**config.mk**
```make
export PLATFORM = sky130hd
export DESIGN_NAME = nrzi_word_aligner
export DESIGN_NICKNAME = d
export VERILOG_FILES = /design/src/rtl/word_align_pkg.sv /design/src/rtl/nrzi_decoder.sv /design/src/rtl/run_limit_check.sv /design/src/rtl/frame_aligner.sv /design/src/rtl/nrzi_word_aligner.sv
export SDC_FILE = /design/constraint.sdc
export NUM_CORES = 1
export LEC_CHECK = 0
export BUFFER_PORTS_ARGS = -buffer_cell sky130_fd_sc_hd__buf_2
export CORE_ASPECT_RATIO = 1.2
export CORE_MARGIN = 2
export CORE_UTILIZATION = 45
export DETAILED_ROUTE_END_ITERATION = 12
export HOLD_SLACK_MARGIN = 0.03
export PLACE_DENSITY = 0.67
export SETUP_SLACK_MARGIN = 0.4
export SKIP_CTS_REPAIR_TIMING = 1
export SYNTH_ARGS = -nofsm -noshare
export SYNTH_HDL_FRONTEND = slang
export SYNTH_SLANG_ARGS = --single-unit
```
**constraint.sdc**
```tcl
create_clock -name clk -period 1.5 [get_ports clk]
set_input_delay 0.15 -clock clk [delete_from_list [all_inputs] [get_ports clk]]
set_output_delay 0.15 -clock clk [all_outputs]
set_load 0.02 [all_outputs]
```
**src/rtl/word_align_pkg.sv**
```systemverilog
package word_align_pkg;
   typedef enum logic [1:0] {
      ST_HUNT    = 2'd0,
      ST_CONFIRM = 2'd1,
      ST_LOCKED  = 2'd2
   } align_state_t;
endpackage

```
**src/rtl/nrzi_decoder.sv**
```systemverilog
module nrzi_decoder (
   input  logic clk,
   input  logic rst_n,
   input  logic stb,
   input  logic line_bit,
   output logic data_bit,
   output logic same_as_prev
);
   logic prev_q;

   always_ff @(posedge clk) begin
      if (!rst_n)   prev_q <= 1'b0;
      else if (stb) prev_q <= line_bit;
   end

   assign data_bit     = line_bit ^ prev_q;
   assign same_as_prev = ~data_bit;
endmodule

```
**src/rtl/run_limit_check.sv**
```systemverilog
module run_limit_check #(
   parameter int MAX_RUN = 4,
   parameter bit ENABLE  = 1'b1
) (
   input  logic clk,
   input  logic rst_n,
   input  logic stb,
   input  logic same_as_prev,
   output logic run_err
);
   localparam int RUN_W = $clog2(MAX_RUN + 2);
   localparam logic [RUN_W-1:0] SAT = RUN_W'(MAX_RUN + 1);
   localparam logic [RUN_W-1:0] LIM = RUN_W'(MAX_RUN);

   generate
      if (ENABLE) begin : g_check
         logic [RUN_W-1:0] run_q;
         logic             err_q;
         always_ff @(posedge clk) begin
            if (!rst_n) begin
               run_q <= '0;
               err_q <= 1'b0;
            end else begin
               err_q <= 1'b0;
               if (stb) begin
                  if (same_as_prev) begin
                     run_q <= (run_q == SAT) ? SAT : run_q + RUN_W'(1);
                     err_q <= (run_q >= LIM);
                  end else begin
                     run_q <= RUN_W'(1);
                  end
               end
            end
         end
         assign run_err = err_q;
      end else begin : g_nocheck
         assign run_err = 1'b0;
      end
   endgenerate
endmodule

```
**src/rtl/frame_aligner.sv**
```systemverilog
module frame_aligner
   import word_align_pkg::*;
#(
   parameter int                WORD_BITS   = 30,
   parameter int                HDR_BITS    = 5,
   parameter logic [HDR_BITS-1:0] HDR_PATTERN = 5'b00011
) (
   input  logic                          clk,
   input  logic                          rst_n,
   input  logic                          stb,
   input  logic                          data_bit,
   output logic [WORD_BITS-HDR_BITS-1:0] payload,
   output logic                          payload_vld,
   output logic                          locked,
   output logic                          hdr_err
);
   localparam int PAY_BITS = WORD_BITS - HDR_BITS;
   localparam int CNT_W    = $clog2(WORD_BITS);
   localparam logic [CNT_W-1:0] LAST = CNT_W'(WORD_BITS - 1);

   align_state_t            state_q;
   logic [CNT_W-1:0]        cnt_q;
   logic [WORD_BITS-2:0]    shreg_q;
   logic [WORD_BITS-1:0]    shreg_n;
   logic [PAY_BITS-1:0]     pay_q;
   logic                    vld_q;
   logic                    herr_q;
   logic                    hdr_hit;
   logic                    at_boundary;

   assign shreg_n     = {shreg_q, data_bit};
   assign hdr_hit     = (shreg_n[HDR_BITS-1:0] == HDR_PATTERN);
   assign at_boundary = (cnt_q == LAST);

   always_ff @(posedge clk) begin
      if (!rst_n) begin
         state_q <= ST_HUNT;
         cnt_q   <= '0;
         shreg_q <= '0;
         pay_q   <= '0;
         vld_q   <= 1'b0;
         herr_q  <= 1'b0;
      end else begin
         vld_q  <= 1'b0;
         herr_q <= 1'b0;
         if (stb) begin
            shreg_q <= shreg_n[WORD_BITS-2:0];
            case (state_q)
               ST_HUNT: begin
                  if (hdr_hit) begin
                     state_q <= ST_CONFIRM;
                     cnt_q   <= '0;
                  end
               end
               ST_CONFIRM: begin
                  if (at_boundary) begin
                     cnt_q   <= '0;
                     state_q <= hdr_hit ? ST_LOCKED : ST_HUNT;
                  end else begin
                     cnt_q <= cnt_q + CNT_W'(1);
                  end
               end
               ST_LOCKED: begin
                  if (at_boundary) begin
                     cnt_q <= '0;
                     if (hdr_hit) begin
                        vld_q <= 1'b1;
                        pay_q <= shreg_n[WORD_BITS-1:HDR_BITS];
                     end else begin
                        herr_q  <= 1'b1;
                        state_q <= ST_HUNT;
                     end
                  end else begin
                     cnt_q <= cnt_q + CNT_W'(1);
                  end
               end
               default: state_q <= ST_HUNT;
            endcase
         end
      end
   end

   assign payload     = pay_q;
   assign payload_vld = vld_q;
   assign locked      = (state_q == ST_LOCKED);
   assign hdr_err     = herr_q;
endmodule

```
**src/rtl/nrzi_word_aligner.sv**
```systemverilog
module nrzi_word_aligner #(
   parameter int                  WORD_BITS   = 30,
   parameter int                  HDR_BITS    = 5,
   parameter logic [HDR_BITS-1:0] HDR_PATTERN = 5'b00011,
   parameter int                  MAX_RUN     = 4,
   parameter bit                  RUN_CHECK   = 1'b1
) (
   input  logic                          clk,
   input  logic                          rst_n,
   input  logic                          bit_in,
   input  logic                          bit_stb,
   output logic [WORD_BITS-HDR_BITS-1:0] payload,
   output logic                          payload_vld,
   output logic                          locked,
   output logic                          hdr_err,
   output logic                          run_err
);
   generate
      if (HDR_BITS < 1 || HDR_BITS >= WORD_BITS) begin : g_bad_hdr
         $error("HDR_BITS must lie between 1 and WORD_BITS-1");
      end
      if (MAX_RUN < 1) begin : g_bad_run
         $error("MAX_RUN must be at least 1");
      end
   endgenerate

   logic dec_bit;
   logic same_bit;

   nrzi_decoder u_dec (
      .clk          (clk),
      .rst_n        (rst_n),
      .stb          (bit_stb),
      .line_bit     (bit_in),
      .data_bit     (dec_bit),
      .same_as_prev (same_bit)
   );

   run_limit_check #(
      .MAX_RUN (MAX_RUN),
      .ENABLE  (RUN_CHECK)
   ) u_run (
      .clk          (clk),
      .rst_n        (rst_n),
      .stb          (bit_stb),
      .same_as_prev (same_bit),
      .run_err      (run_err)
   );

   frame_aligner #(
      .WORD_BITS   (WORD_BITS),
      .HDR_BITS    (HDR_BITS),
      .HDR_PATTERN (HDR_PATTERN)
   ) u_align (
      .clk         (clk),
      .rst_n       (rst_n),
      .stb         (bit_stb),
      .data_bit    (dec_bit),
      .payload     (payload),
      .payload_vld (payload_vld),
      .locked      (locked),
      .hdr_err     (hdr_err)
   );
endmodule

```
### Word-level counts from Yosys, hierarchy flattened

Cells that the tools add are included.

| storage, ports and cells | value |
|---|---|
| register bits | 68 |
| input port bits | 4 |
| output and inout bits | 29 |
| logic and storage cells | 45 |

| operators by class | value |
|---|---|
| add/sub/neg operators | 2 |
| magnitude comparators | 1 |
| equal/unequal tests | 9 |
| multiplexer cells | 13 |
| bitwise logic cells | 3 |
| reduce and logical (&&, ||, !) cells | 8 |

Operators with widths:

| cell | number |
|---|---|
| $mux W2 | 5 |
| $mux W5 | 2 |
| $pmux W5 S2 | 1 |
| $reduce_and A4 Y1 | 2 |
| $mux W3 | 2 |
| $ne A2 B1 Y1 const B | 3 |
| $pmux W2 S3 | 1 |
| $add A5 B1 Y5 const B | 1 |
| $eq A5 B2 Y1 const B | 1 |
| $eq A5 B5 Y1 const B | 1 |
| $reduce_and A5 Y1 | 1 |
| $add A3 B1 Y3 const B | 1 |
| $eq A3 B3 Y1 const B | 1 |
| $ge A3 B3 Y1 const B | 1 |
| $reduce_and A3 Y1 | 1 |
| $reduce_or A3 Y1 | 1 |
| $eq A2 B1 Y1 const B | 1 |
| $eq A2 B2 Y1 const B | 1 |
| $logic_not A2 Y1 | 1 |
| $mux W1 | 2 |
| $ne A2 B2 Y1 const B | 1 |
| $not A1 Y1 | 2 |
| $reduce_bool A2 Y1 | 1 |
| $reduce_or A2 Y1 | 1 |
| $xor A1 B1 Y1 | 1 |

### Depth between registers and ports, before layout

Gate-level depths: netlist of the first run.

| depth | value |
|---|---|
| depth in word-level cells | 5 |
| depth in mapped cells | 7 |

### Cells and area by module

From an unflattened synthesis of the first run, not the netlist that was laid out.

| second synthesis, totals | value |
|---|---|
| cell total of the unflattened synthesis | 288 |
| area total of the unflattened synthesis | 2832.7 um^2 |

Modules (own cells, without submodules):

| module | times used | cells an instance | area each (um^2) | sequential area each (um^2) |
|---|---|---|---|---|
| frame_aligner | 1 | 263 | 2613.8 | 1261.2 |
| run_limit_check | 1 | 20 | 170.2 | 80.1 |
| nrzi_decoder | 1 | 5 | 48.8 | 20.0 |

### Worst setup path before layout of the first run

No wires, ideal clock.

| path | value |
|---|---|
| path kind | register to register |
| from | register u_align.state_q[0] |
| to | register u_align.pay_q[24] (netlist: u_align.payload[24]) |
| arrival time | 1.535 ns |
| data required time | 1.430 ns |
| setup slack | -0.106 ns |
| stages on the path, launching flop included | 8 |
| path buffers | 2 |
| period minus slack after synthesis | 1.606 ns |
| cells stage by stage | dfxtp_1 -> inv_1 -> ha_1 -> and3_1 -> buf_2 -> clkbuf_1 -> nand3_1 -> a21oi_1 |

| on the way | value |
|---|---|
| word-level cells in the longest chain between the ends | 2 |

Ends and longest elaborated chain:

| what | line | RTL |
|---|---|---|
| from (decl) | frame_aligner.sv:21 | `align_state_t state_q;` |
| from (signal assigned) | frame_aligner.sv:58 | `state_q <= hdr_hit ? ST_LOCKED : ST_HUNT;` |
| $eq A2 B2 Y1 | - |  |
| via locked | nrzi_word_aligner.sv:14 | `output logic locked,` |
| $reduce_and A4 Y1 (no source line) | - |  |
| to (signal assigned) | frame_aligner.sv:68 | `pay_q <= shreg_n[WORD_BITS-1:HDR_BITS];` |
| to (decl) | frame_aligner.sv:25 | `logic [PAY_BITS-1:0] pay_q;` |

The timed path passes the listed nets, and every way through them passes these cells.
A chain may end at the register's enable or synchronous reset.

### Worst setup path in the final report of the first run

| path | value |
|---|---|
| from | register u_align.shreg_q[1] |
| to | register u_align.cnt_q[1] |

| on the way | value |
|---|---|
| word-level cells in the longest chain between the ends | 3 |

Ends and longest elaborated chain:

| what | line | RTL |
|---|---|---|
| from (decl) | frame_aligner.sv:23 | `logic [WORD_BITS-2:0] shreg_q;` |
| from (signal assigned) | frame_aligner.sv:47 | `shreg_q <= shreg_n[WORD_BITS-2:0];` |
| $eq A5 B2 Y1 | frame_aligner.sv:32 | `assign hdr_hit = (shreg_n[HDR_BITS-1:0] == HDR_PATTERN);` |
| $ne A2 B1 Y1 (no source line) | - |  |
| $reduce_and A3 Y1 (no source line) | - |  |
| to (signal assigned) | frame_aligner.sv:60 | `cnt_q <= cnt_q + CNT_W'(1);` |
| to (signal assigned) | frame_aligner.sv:74 | `cnt_q <= cnt_q + CNT_W'(1);` |
| to (decl) | frame_aligner.sv:22 | `logic [CNT_W-1:0] cnt_q;` |

No other way between the ends.

==> out/metrics.cfg, run 1 <==
[cts]
numCtsBuffers = 9
cts_tree = done
cts_htree_levels = 3
clkSinkCount = 68
root_buffer = clkbuf_8
path_clk_slew_ps = 70
clk_path_buf_depth = 2
clk_latency_ps = 330

[layout]
num_antenna_cells = 0
final_cells = 429
n_fill_cell = 535
mostFrequentLayoutCells = 60 x dfxtp_1, 36 x nor2_1, 31 x mux2i_1, 31 x buf_2, 30 x a21oi_1
final_common_cell = dfxtp_1
register_area_sq_um = 1380
area_delta_synth_final_pct = 28.2
num-nets-final = 354
drive_gt1_share_pct = 30.5
multiInputGateArea_sq_um = 1460

[die]
dieHeight_um = 89.9
num_rows = 31
ios = 33
fp.dieW_um = 75.6
core_sq_um = 6010
die-area_sq_um = 6800
initial_core_util_pct = 46.1

[setup_path]
critPathKind = flip-flop to flip-flop
worstPathCellList = nor4b_4 -> a41oi_2 -> or3_4 -> a21oi_2
critPathMaxStageDelay_ps = 430
cp.arrival_ps = 1910
start_kind = flip-flop
path_delay_family = simple AND/OR/NAND/NOR gates
critical_path_buf_inv_count = 0
slowest_stage = nor4b_4
crit_fanout = 6
crit_path_end_kind = flip-flop
required_ps = 1770

[yosys]
syn-instance-count = 298
ys_ff_latch = 68
synth.distinct_cells = 34
syn_nets = 308
ys_seq_area_share_pct = 49.2
synthTopCellsByArea = dfxtp_1 49%, mux2i_1 11%, a21oi_1 5.6%
synth_top_cell_area_share_pct = 49.2
yosysTopAreaCell = dfxtp_1
syn_avg_cell_area_sq_um = 9.29
synth-warning-count = 0
synth_area_sq_um = 2770

[sta]
period_share_pct = 109
hold_violations = 0
grt_setup_unrepaired = true
final.min_clock_period_ps = 1630
setup_ws_ps = -133
worst_pin_slew_ps = 483
fin_skew_ps = 7.14
slew_headroom_pct = 67.8
final.setup.tns_ps = -2190
clock.fmax_ghz = 0.612
setup_viol = 32
drv_slew = 0

[hold_path]
min_path_type = primary input to flip-flop

[placed_design]
dpl_worst_slack_ps = -132
port_buffers = 32
dp_hpwl_um = 3520
gp_congestion = 0.834
placedCellCount = 406

[power_and_ir_drop]
seq_power_share_pct = 51.0
power_leakage_nw = 1.44
internal_power_mw = 2.78
pwr-share-comb_pct = 7.8
p_switching_uw = 817
p_clk_share_pct = 41.2
vdd_drop_max_uv = 553
power_density_nw_per_um2 = 1010
swShare_pct = 22.7

[global_route]
grt_usage_pct = 17.0
use_met1_pct = 20.5
grt_max_degree = 34
grt_antenna_before_repair = 0
grt_overflow = 0
grt_pass1_vias = 2075
grtUsageMet2_pct = 27.5
busiest_layer = met2
grt_pass1_wl_um = 9090
met3_usage_pct = 3.70

[detailed_routing]
drc_errors = 0
via_count = 2271
wl_per_cell_um = 14.6
wl_um = 6270
first_pass_iters = 4
drtIter0Drc = 105
vias_per_cell = 5.29
ant_nets = 0

[status]
status = complete, but fails checks
violations = negative setup slack

[flow_run]
cap_violations = 0

## cells by family (layout without fill, tap and decap cells)
family          count (synthesis)  after routing  share of synthesized area, %
buf+inv                        28             75                          4.83
xor+xnor                        1              1                         0.316
mux                            31             31                          11.2
fa+ha+maj                       6              6                          2.71
flops                          68             68                          49.2
compound gates                 70             70                          14.9
simple gates                   94             96                          16.9
## path summary, 6_finish.rpt
kind                            slack [ps]  depth (start not counted)                   to           startpoint
worst max-delay path                  -130                          4     u_align.cnt_q[1]   u_align.shreg_q[1]
worst min-delay path                   140                          3         u_dec.prev_q               bit_in
worst max register to register        -130                          4     u_align.cnt_q[1]   u_align.shreg_q[1]
worst min register to register         460                          2  u_align.payload[10]  u_align.payload[10]
## layout make-up
| type | count | area share [%] |
|---|---|---|
| multi-input combinational | 204 | 41.1 |
| inverter | 6 | 0.705 |
| sequential | 68 | 38.8 |
| clock inverter | 2 | 0.987 |
| clock buffer | 12 | 4.37 |
| timing repair buffer | 55 | 11.2 |
| tap | 82 | 2.89 |
## tightest hold or removal path, cell delays in order
cell	delay (ps)
buf_2	130
mux2i_1	80
nor2_1	80
## layer usage
layer | part of all wire (%) | up-vias
met1 | 46 | 1084
li1 | - | 1147
met3 | 3.5 | 9
met5 | 0 | -
met2 | 50 | 31
met4 | 1.1 | 0
## sequential cells by signal, indices dropped and copies added, names as in the netlist
name	flops
u_align.cnt_q	5
u_align.hdr_err	1
u_align.payload	25
u_align.payload_vld	1
u_align.shreg_q	29
u_align.state_q	2
u_dec.prev_q	1
u_run.g_check.run_q	3
u_run.run_err	1
## power groups by stage
| stage | Clock [mW] | Combinational (mW) | Sequential [mW] |
|---|---|---|---|
| CTS | 1.52 | 0.222 | 1.83 |
| global route | 1.59 | 0.303 | 1.83 |
| finish | 1.48 | 0.282 | 1.83 |
| floorplan | 0 | 0.171 | 1.87 |
| detailed placement | 0 | 0.222 | 1.87 |
| global placement | 0 | 0.219 | 1.87 |
## synthesized netlist by cell type
library cell	instances
a2111oi_4	1
a211oi_1	1
a21oi_1	31
a2bb2oi_1	1
a32o_1	2
a41o_1	1
a41oi_1	1
a41oi_2	1
and2_2	1
and3_1	4
and3_2	1
and3b_1	1
and4b_1	3
buf_2	5
buf_4	2
buf_6	2
clkbuf_1	13
clkinv_1	1
dfxtp_1	68
ha_1	6
inv_1	5
mux2i_1	31
nand2_1	8
nand2_2	1
nand3_1	29
nand4_1	1
nor2_1	38
nor3_1	2
nor4_1	2
nor4b_4	1
o21a_1	1
o21ai_0	30
or3_1	2
xor2_1	1
## through the flow
stage / power [mW] / area (sq um) / utilization (%) / hold slack, ps
floorplan: 2.04 / 2850 / - / 297
global placement: 2.09 / 3120 / 52.0 / 447
detailed placement: 2.09 / 3120 / 52.0 / 463
CTS: 3.57 / 3310 / 55.1 / 104
global route: 3.73 / 3550 / 59.0 / 177
finish: 3.59 / 3550 / 59.0 / 139
No activity file was read; power rests on OpenSTA's default activity.
==> inputs of run 2 (changes only) <==
Settings changed: SYNTH_HIERARCHICAL set to 1.
==> out/metrics.cfg, run 2 <==
[yosys]
yosysMostFrequentCell = dfxtp_1
ys_async_sr_fraction_pct = 0
syn_avg_cell_area_sq_um = 9.84
synth_common_cells = 68 x dfxtp_1, 59 x nand2_1, 55 x mux2i_1
synth-warning-count = 6
synth_area_sq_um = 2830
yosysTopAreaCell = dfxtp_1
ys_ff_latch = 68
synth_edf_count = 0
syn_nets = 297
synth.distinct_cells = 43
synthTopCellsByArea = dfxtp_1 48%, mux2i_1 19%, nand2_1 7.8%
syn-instance-count = 288
synth_ff_type = dfxtp_1
synth_top_cell_area_share_pct = 48.1
ys_seq_area_share_pct = 48.1

[setup_path]
cp.arrival_ps = 1770
required_ps = 1730
crit_fanout = 10
crit_path_end_kind = flip-flop
critPathKind = flip-flop to flip-flop
start_kind = flip-flop

[layout]
num_antenna_cells = 0
num-nets-final = 348
mostFrequentLayoutCells = 61 x dfxtp_1, 58 x nand2_1, 55 x mux2i_1
largest_reg_flops = 29
design_area_sq_um = 3520
drive_gt1_share_pct = 28.8
final_common_cell = dfxtp_1
top_register = u_align/shreg_q
final_cells = 426
n_fill_cell = 557
area_delta_synth_final_pct = 24.3

[global_route]
grt_overflow = 0
met3_usage_pct = 4.20
grt_max_degree = 30
grt_usage_pct = 15.4
grt_pass1_vias = 1884
grt_antenna_before_repair = 0
grtUsageMet2_pct = 25.5
grt_pass1_wl_um = 8510
use_met1_pct = 18.0
busiest_layer = met2

[power_and_ir_drop]
swShare_pct = 23.9
power_leakage_nw = 1.49
seq_power_share_pct = 56.0
pwr-share-comb_pct = 5.9
internal_power_mw = 2.49
p_clk_share_pct = 38.1
power_density_nw_per_um2 = 927
p_switching_uw = 779
vdd_drop_max_uv = 570

[sta]
period_share_pct = 102
setup_ws_ps = -34.7
fin_skew_ps = 7.07
hold_violations = 0
worst_pin_slew_ps = 363
grt_setup_unrepaired = true
whs_ps = 136
slew_headroom_pct = 75.5
drv_slew = 0
setup_viol = 8
final.min_clock_period_ps = 1530
clock.fmax_ghz = 0.652

[flow_run]
cap_violations = 0

[hold_path]
min_path_type = primary input to flip-flop

[detailed_routing]
drtIter0Drc = 71
via_count = 2097
wl_per_cell_um = 12.6
ant_nets = 0
vias_per_cell = 4.92
first_pass_iters = 4
drc_errors = 0
wl_um = 5380

[cts]
cts_htree_levels = 3
clk_path_buf_depth = 2
clkSinkCount = 68
cts_tree = done
clk_latency_ps = 340
numCtsBuffers = 9
root_buffer = clkbuf_8
path_clk_slew_ps = 70

[die]
initial_core_util_pct = 46.8
ios = 33
num_rows = 31
core_sq_um = 6050
die-area_sq_um = 6950
fp.dieW_um = 76.4
dieHeight_um = 90.9

[placed_design]
placed_area_sq_um = 3170
dp_hpwl_um = 3350
port_buffers = 32
placedCellCount = 400
gp_congestion = 0.771

[status]
violations = negative setup slack
status = complete, but fails checks

[run 2: path summary, 6_finish.rpt]
path / slack (ps) / endpoint / from / depth (start not counted)
setup / recovery: -30 / u_align/cnt_q[0] / u_align/state_q[1] / 6
hold / removal: 140 / u_dec/prev_q / bit_in / 3
setup reg to reg: -30 / u_align/cnt_q[0] / u_align/state_q[1] / 6
hold reg to reg: 450 / u_align/payload[10] / u_align/payload[10] / 2
[run 2: worst max-delay path, cell delays in order (launching register included)]
cell and delay, ps:
dfxtp_2 360, inv_2 60, ha_4 230, and3b_1 170, a41o_4 280, nor3b_1 150
o21a_1 180
[run 2: cell families after synthesis]
group                      count (synthesis)  share of synthesized area, %
and+or+nand+nor                          115                          19.4
DFF                                       68                          48.1
muxes                                     55                          19.4
AOI/OAI and AO/OA                         22                          6.10
buffers and inverters                     22                          4.51
adders and majority gates                  5                          2.21
xor gates and xnor gates                   1                         0.309
[run 2: metal layers]
| layer | wire length, um | up-vias |
|---|---|---|
| li1 | - | 1078 |
| met1 | 2540 | 978 |
| met2 | 2570 | 33 |
| met3 | 185 | 8 |
| met4 | 84 | 0 |
| met5 | 0 | - |
[run 2: area by class of cell]
class	count	area (sq um)	share of cell area (%)
Multi-Input combinational cell	198	1450	41.3
Tap cell	82	103	2.91
Clock inverter	5	28.8	0.817
Inverter	7	28.8	0.817
Clock buffer	11	131	3.73
Timing Repair Buffer	55	407	11.5
Sequential cell	68	1370	38.9
[run 2: power by group through the flow]
| stage | sequential [mW] | combinational (mW) | clock [mW] |
|---|---|---|---|
| 6_report | 1.83 | 0.193 | 1.25 |
| 5_1_grt | 1.83 | 0.211 | 1.35 |
| 4_1_cts | 1.83 | 0.178 | 1.30 |
| 3_5_place_dp | 1.87 | 0.177 | 0 |
| 3_3_place_gp | 1.87 | 0.175 | 0 |
| 2_1_floorplan | 1.86 | 0.132 | 0 |
[run 2: through the flow]
step,worst slack [ps],TNS [ps],power [mW],util (%)
final,-34.7,-81.6,3.26,58.2
after global routing,-86.8,-1500,3.39,58.2
after CTS,-23.0,-165,3.30,55.0
after detailed placement,-20.2,-32.6,2.04,52.4
after global placement,24.2,0,2.04,52.4
after floorplan,42.6,0,2.00,-
